File: src/rtl/rtag_pkg.sv
// Shared constants and types for the random tag generator.
// Assumes tags are 4 bits, so the exclusion bitmap has 16 entries.
package rtag_pkg;
    localparam int TAG_W    = 4;
    localparam int NUM_TAGS = 1 << TAG_W;
    localparam int LFSR_W   = 16;
    localparam logic [LFSR_W-1:0] LFSR_RESET = 16'hACE1;
    localparam logic [LFSR_W-1:0] LFSR_ZSUB  = 16'h0001;
    localparam logic [LFSR_W-1:0] LFSR_TAPS  = 16'hB400;
    localparam logic [NUM_TAGS-1:0] DEFAULT_EXCL = 16'hFFFE;
    typedef logic [TAG_W-1:0] tag_t;
endpackage

File: src/rtl/rtag_lfsr.sv
// Left-shifting Fibonacci LFSR with a load port.
// A load wins over a step. A zero seed is replaced by SUB so the state never locks up.
// Assumes TAPS describes a maximal-length polynomial for width W.
module rtag_lfsr #(
    parameter int W = 16,
    parameter logic [W-1:0] RST_VAL = '1,
    parameter logic [W-1:0] SUB     = 1,
    parameter logic [W-1:0] TAPS    = '1
) (
    input  logic         clk,
    input  logic         rst_n,
    input  logic         load_i,
    input  logic [W-1:0] seed_i,
    input  logic         step_i,
    output logic [W-1:0] state_o
);
    logic [W-1:0] state_q;
    logic         fb;

    // Feedback bit: XOR of the tapped state bits.
    always_comb fb = ^(state_q & TAPS);

    // State update: reset, then load, then step.
    always_ff @(posedge clk) begin
        if (!rst_n)
            state_q <= RST_VAL;
        else if (load_i)
            state_q <= (seed_i == '0) ? SUB : seed_i;
        else if (step_i)
            state_q <= {state_q[W-2:0], fb};
    end

    assign state_o = state_q;

    p_lfsr_hold_r8: assert property (@(posedge clk) disable iff (!rst_n)
        (!load_i && !step_i) |=> state_q == $past(state_q));
    p_lfsr_zero_sub_r10: assert property (@(posedge clk) disable iff (!rst_n)
        (load_i && seed_i == '0) |=> state_q == SUB);
    p_lfsr_nonzero_r10: assert property (@(posedge clk) disable iff (!rst_n)
        state_q != '0);
endmodule

File: src/rtl/rtag_pick.sv
// One-cycle search for a permitted tag.
// The permit vector is rotated so the candidate sits at position 0. A priority
// pick finds the lowest permitted offset, and the tag is candidate plus offset
// (modulo NUM_TAGS). With nothing permitted, the tag is 0.
module rtag_pick
    import rtag_pkg::*;
(
    input  tag_t                cand_i,
    input  logic [NUM_TAGS-1:0] excl_i,
    output tag_t                tag_o
);
    logic [NUM_TAGS-1:0] rot;
    tag_t                off;
    logic                any;

    // Rotate the permit vector so that entry k stands for tag cand_i + k.
    for (genvar k = 0; k < NUM_TAGS; k++) begin : g_rot
        assign rot[k] = ~excl_i[cand_i + tag_t'(k)];
    end

    // Priority pick of the lowest permitted offset.
    always_comb begin
        off = '0;
        any = 1'b0;
        for (int k = NUM_TAGS - 1; k >= 0; k--) begin
            if (rot[k]) begin
                off = tag_t'(k);
                any = 1'b1;
            end
        end
    end

    // Final tag: wrap-around add, or 0 when every tag is excluded.
    always_comb tag_o = any ? tag_t'(cand_i + off) : '0;

    // Immediate checks on the combinational result.
    always_comb begin
        if (excl_i != '1)
            p_pick_allowed_r1: assert (!excl_i[tag_o]);
        if (!excl_i[cand_i])
            p_pick_direct_r3: assert (tag_o == cand_i);
    end
endmodule

File: src/rtl/rtag_gen.sv
// Top-level random tag generator.
// A request samples the LFSR candidate, the exclusion mask and the pointer.
// One cycle later it presents the tag, the pointer with the tag inserted, and
// a done pulse. The LFSR steps once per request. Outputs hold between requests.
// Assumes the tag field fits inside PTR_W.
module rtag_gen
    import rtag_pkg::*;
#(
    parameter int PTR_W   = 64,
    parameter int TAG_LSB = 56
) (
    input  logic                clk,
    input  logic                rst_n,
    input  logic                req_i,
    input  logic [NUM_TAGS-1:0] excl_mask_i,
    input  logic [PTR_W-1:0]    ptr_i,
    input  logic                seed_wr_i,
    input  logic [LFSR_W-1:0]   seed_i,
    output logic [TAG_W-1:0]    tag_o,
    output logic                done_o,
    output logic [PTR_W-1:0]    ptr_o
);
    localparam logic [PTR_W-1:0] FIELD = {{(PTR_W-TAG_W){1'b0}}, {TAG_W{1'b1}}} << TAG_LSB;

    logic [LFSR_W-1:0] lfsr_state;
    tag_t              pick_tag;
    logic [PTR_W-1:0]  ptr_next;
    tag_t              tag_q;
    logic [PTR_W-1:0]  ptr_q;
    logic              done_q;

    rtag_lfsr #(
        .W       (LFSR_W),
        .RST_VAL (LFSR_RESET),
        .SUB     (LFSR_ZSUB),
        .TAPS    (LFSR_TAPS)
    ) lfsr_i (
        .clk     (clk),
        .rst_n   (rst_n),
        .load_i  (seed_wr_i),
        .seed_i  (seed_i),
        .step_i  (req_i),
        .state_o (lfsr_state)
    );

    rtag_pick pick_i (
        .cand_i (lfsr_state[TAG_W-1:0]),
        .excl_i (excl_mask_i),
        .tag_o  (pick_tag)
    );

    // Insert the chosen tag into the pointer's tag field.
    always_comb begin
        ptr_next = ptr_i;
        ptr_next[TAG_LSB +: TAG_W] = pick_tag;
    end

    // Result registers: capture on request, raise done for one cycle.
    always_ff @(posedge clk) begin
        if (!rst_n) begin
            tag_q  <= '0;
            ptr_q  <= '0;
            done_q <= 1'b0;
        end else begin
            done_q <= req_i;
            if (req_i) begin
                tag_q <= pick_tag;
                ptr_q <= ptr_next;
            end
        end
    end

    assign tag_o  = tag_q;
    assign ptr_o  = ptr_q;
    assign done_o = done_q;

    p_excl_honoured_r1: assert property (@(posedge clk) disable iff (!rst_n)
        (req_i && excl_mask_i != '1) |=> (($past(excl_mask_i) >> tag_o) & 1) == 0);
    p_all_excl_zero_r2: assert property (@(posedge clk) disable iff (!rst_n)
        (req_i && excl_mask_i == '1) |=> tag_o == '0);
    p_ptr_field_r6: assert property (@(posedge clk) disable iff (!rst_n)
        done_o |-> ptr_o[TAG_LSB +: TAG_W] == tag_o);
    p_ptr_pass_r6: assert property (@(posedge clk) disable iff (!rst_n)
        req_i |=> ((ptr_o ^ $past(ptr_i)) & ~FIELD) == '0);
    p_done_rise_r7: assert property (@(posedge clk) disable iff (!rst_n)
        req_i |=> done_o);
    p_done_low_r7: assert property (@(posedge clk) disable iff (!rst_n)
        !req_i |=> !done_o);
    p_hold_r7: assert property (@(posedge clk) disable iff (!rst_n)
        !req_i |=> ($stable(tag_o) && $stable(ptr_o)));
endmodule

File: config.mk
export PLATFORM = sky130hd
export DESIGN_NAME = rtag_gen
export DESIGN_NICKNAME = d
export VERILOG_FILES = /design/src/rtl/rtag_pkg.sv /design/src/rtl/rtag_lfsr.sv /design/src/rtl/rtag_pick.sv /design/src/rtl/rtag_gen.sv
export SDC_FILE = /design/constraint.sdc
export NUM_CORES = 1
export LEC_CHECK = 0
export BUFFER_PORTS_ARGS = -buffer_cell sky130_fd_sc_hd__buf_2
export CAP_MARGIN = 10
export CORE_ASPECT_RATIO = 0.75
export CORE_MARGIN = 10
export CORE_UTILIZATION = 54
export CTS_CLUSTER_SIZE = 28
export DETAILED_ROUTE_END_ITERATION = 10
export PLACE_DENSITY_LB_ADDON = 0.08
export SLEW_MARGIN = 20
export SYNTH_ARGS = -nofsm -noshare
export SYNTH_HDL_FRONTEND = slang
export SYNTH_SLANG_ARGS = --single-unit
export TNS_END_PERCENT = 20
File: constraint.sdc
create_clock -name clk -period 6.93 [get_ports clk]
set_input_delay 1.386 -clock clk [delete_from_list [all_inputs] [get_ports clk]]
set_output_delay 1.386 -clock clk [all_outputs]
set_load 0.1 [all_outputs]
==> run metrics <==
status finished, final reports clean; port buffer count ~160; die width 127.2 um; Logic pwr share 38.0%; drt total wl around 12000 um; drt first pass iters 4; Seq pwr share a little over a third; Area Growth Syn to Fin 23.34%; antenna violations before repair 0; Final nets 698; CTS buffer count 9; Max VDD drop 0.1994 mV; post-synthesis sequential area ratio 34.81%; area leader, netlist dfxtp_1; Die ar. about 0.013 mm^2; Crit path max-delay family compound AO/OA/AOI/OAI gates; vias in the first global route 3902; Final setup viols 0; P_sw 583.6 uW; RSZ-0062 raised after global routing no; DP Cell Count 684; endpoints failing hold 0; Fmax achieved 0.2222 GHz; Power Dens Cells roughly 260 mW/mm^2; Gate Count Post-Synth between 400 and 500; Hold Slack 0.5115 ns; cell area after synthesis 0.004658 mm^2; crit share post-route 64.94%; unique cell type count in the Yosys netlist 44; die height 100.4 um; post-route minimum period 4.501 ns; TNS Setup 0 ns; Synth Area per Inst 10.56 um^2; pin count of the biggest net entering global routing 62; CP bufs+invs 2; wire per inst approximately 18 um; Clk Tree Root Cell clkbuf_16; DRT iter0 DRCs between 150 and 200; initial cell density of the core 55.34%; vias per std cell 5.537; critical path's slowest cell mux4_1; # IOs 169; Final Slew Violations 0; Final Skew 0.008887 ns; Yosys warnings 0; Seq cells post-synth between 80 and 90; Total GRT Usage 18.50%; Worst slew margin 47.99%; Clock Latency Late Sink approximately 0.33 ns; H-tree depth 3; Worst-path clk slew 0.06 ns; grt ovf 0; top cells by area, synth dfxtp_1 (35%), mux2i_1 (16%), mux4_2 (8.7%); clock share of power 27.3%; antenna-violating nets left 0; Post-DP HPWL 9407 um; Post-Route Utilization roughly two thirds; CTS Hold Bufs 0; # rows 29; Core ar. 0.008418 mm^2; vias 3865; clk buf depth 2; # Post-CTS Setup Buffers 0; met2 Use GR 30.98%; post-placement cell area about 0.0055 mm^2; post-cts resize count 0; design area approximately 0.0057 mm^2; CP max FO 23; met3 usage 7.846%; top-area cell type share of the netlist area 34.81%; crit start category register; Required @ worst endpoint 7.18 ns; Final Non-Filler Cells 698; layout cell share with drive strength beyond 1 35.08%; Pleak 2.754 nW; GR Util met1 ~22%; CTS tree done; Final GP Congestion 0.8969; P_int roughly 920 uW; Critical Path, Cell by Cell buf_4 > clkinv_1 > ha_1 > mux4_1 > mux4_1 > a211oi_2 > o221ai_1 > a31oi_1 > ha_1 > a21o_1 > a21oi_1 > xnor2_1 > o2111ai_1 > a31oi_1; CTS sink count 81; crit path capture type register; WS Path Type reg -> reg; delay of the slowest critical-path stage 0.63 ns; worst min path class reg -> reg; Max-Cap Viols 0; Sw Ratio 38.91%; Syn Nets 552; Worst-Margin Slew 0.7802 ns; fillers 712; antenna cells 0; Critical Path AT 4.75 ns; Remaining DRCs 0; GRT Max-Usage Layer met2; first-pass GRT wire length 19510 um
==> metal layers <==
layer / up-vias / wire, um
met5: - / 0
met4: 0 / 82
met3: 6 / 1145
met2: 148 / 6004
met1: 1822 / 5083
li1: 1889 / -
==> cells in the mapped netlist, drive strengths merged <==
master / number
dfxtp: 81
mux2i: 73
nor2b: 62
mux4: 30
a21oi: 25
o21ai: 18
clkbuf: 17
buf: 16
inv: 16
nand2: 13
xnor2: 11
ha: 10
nor2: 10
o211ai: 6
nand3: 5
nor4: 5
nand3b: 4
xor2: 4
and2: 3
mux2: 3
o211a: 3
a21boi: 2
a21o: 2
a31oi: 2
clkinv: 2
nand2b: 2
nand4: 2
nand4b: 2
o221ai: 2
o22ai: 2
a211oi: 1
a41oi: 1
and3: 1
and4: 1
fa: 1
o2111ai: 1
o22a: 1
or2: 1
==> power by group through the flow <==
| stage | Sequential, mW | Clock (mW) | Combinational, mW |
|---|---|---|---|
| 3_3_place_gp | 0.528 | 0 | 0.556 |
| 6_report | 0.520 | 0.410 | 0.570 |
| 2_1_floorplan | 0.706 | 0 | 0.281 |
| 4_1_cts | 0.520 | 0.419 | 0.570 |
| 3_5_place_dp | 0.530 | 0 | 0.569 |
| 5_1_grt | 0.524 | 0.438 | 0.608 |
==> registers in the layout (all words and copies together) (netlist names) <==
signal / cells
done_o: 1
lfsr_i.state_o: 16
ptr_o: 61
tag_o: 3
==> worst min-delay path, stage by stage (launching register included) <==
cell	delay, ns
dfxtp_1	0.32
mux2i_1	0.06
nor2b_1	0.09
==> logic make-up after synthesis <==
logic type	share of synthesized area [%]
DFF	34.81
adders and majority gates	3.116
and+or+nand+nor	14.02
buffers and inverters	4.727
AOI/OAI and AO/OA	8.622
xor gates and xnor gates	2.820
muxes	31.88
==> per-stage QoR <==
step	power [mW]	worst slack, ns
final	1.500	2.429
after global routing	1.569	2.001
after CTS	1.509	2.408
after detailed placement	1.098	2.318
after global placement	1.085	2.356
after floorplan	0.9876	2.763
==> final cells by class <==
| type | count | area (um^2) | area share (%) |
|---|---|---|---|
| multi-input combinational | 309 | 2816 | 49.02 |
| sequential | 81 | 1622 | 28.22 |
| timing repair buffer | 168 | 853.3 | 14.85 |
| clock buffer | 10 | 229.0 | 3.985 |
| tap | 108 | 135.1 | 2.352 |
| inverter | 18 | 67.56 | 1.176 |
| clock inverter | 4 | 22.52 | 0.3920 |
==> worst paths after layout <==
kind	start	end	slack, ns	depth (start not counted)
setup reg to reg	lfsr_i.state_o[0]	ptr_o[59]	2.43	14
hold reg to reg	ptr_o[23]	ptr_o[23]	0.51	2
hold / removal	ptr_o[23]	ptr_o[23]	0.51	2
setup / recovery	lfsr_i.state_o[0]	ptr_o[59]	2.43	14
==> placed cells by master, fill, tap and decap left out, drive strengths merged, types with 2 or more instances in the layout <==
cell | synthesis | routed
nor2b | 62 | 62
nand2 | 13 | 13
a21boi | 2 | 2
dfxtp | 81 | 81
inv | 16 | 16
nand4 | 2 | 2
nor2 | 10 | 10
o21ai | 18 | 18
nor4 | 5 | 5
nand2b | 2 | 2
ha | 10 | 10
xnor2 | 11 | 11
a31oi | 2 | 2
o211a | 3 | 3
a21o | 2 | 2
and2 | 3 | 3
nand3b | 4 | 4
o22ai | 2 | 2
clkbuf | 17 | 10
a21oi | 25 | 25
nand4b | 2 | 2
clkinv | 2 | 5
mux2 | 3 | 3
o221ai | 2 | 2
mux4 | 30 | 30
mux2i | 73 | 73
nand3 | 5 | 5
o211ai | 6 | 6
buf | 16 | 168
xor2 | 4 | 4
(Power assumes the default switching activity.)
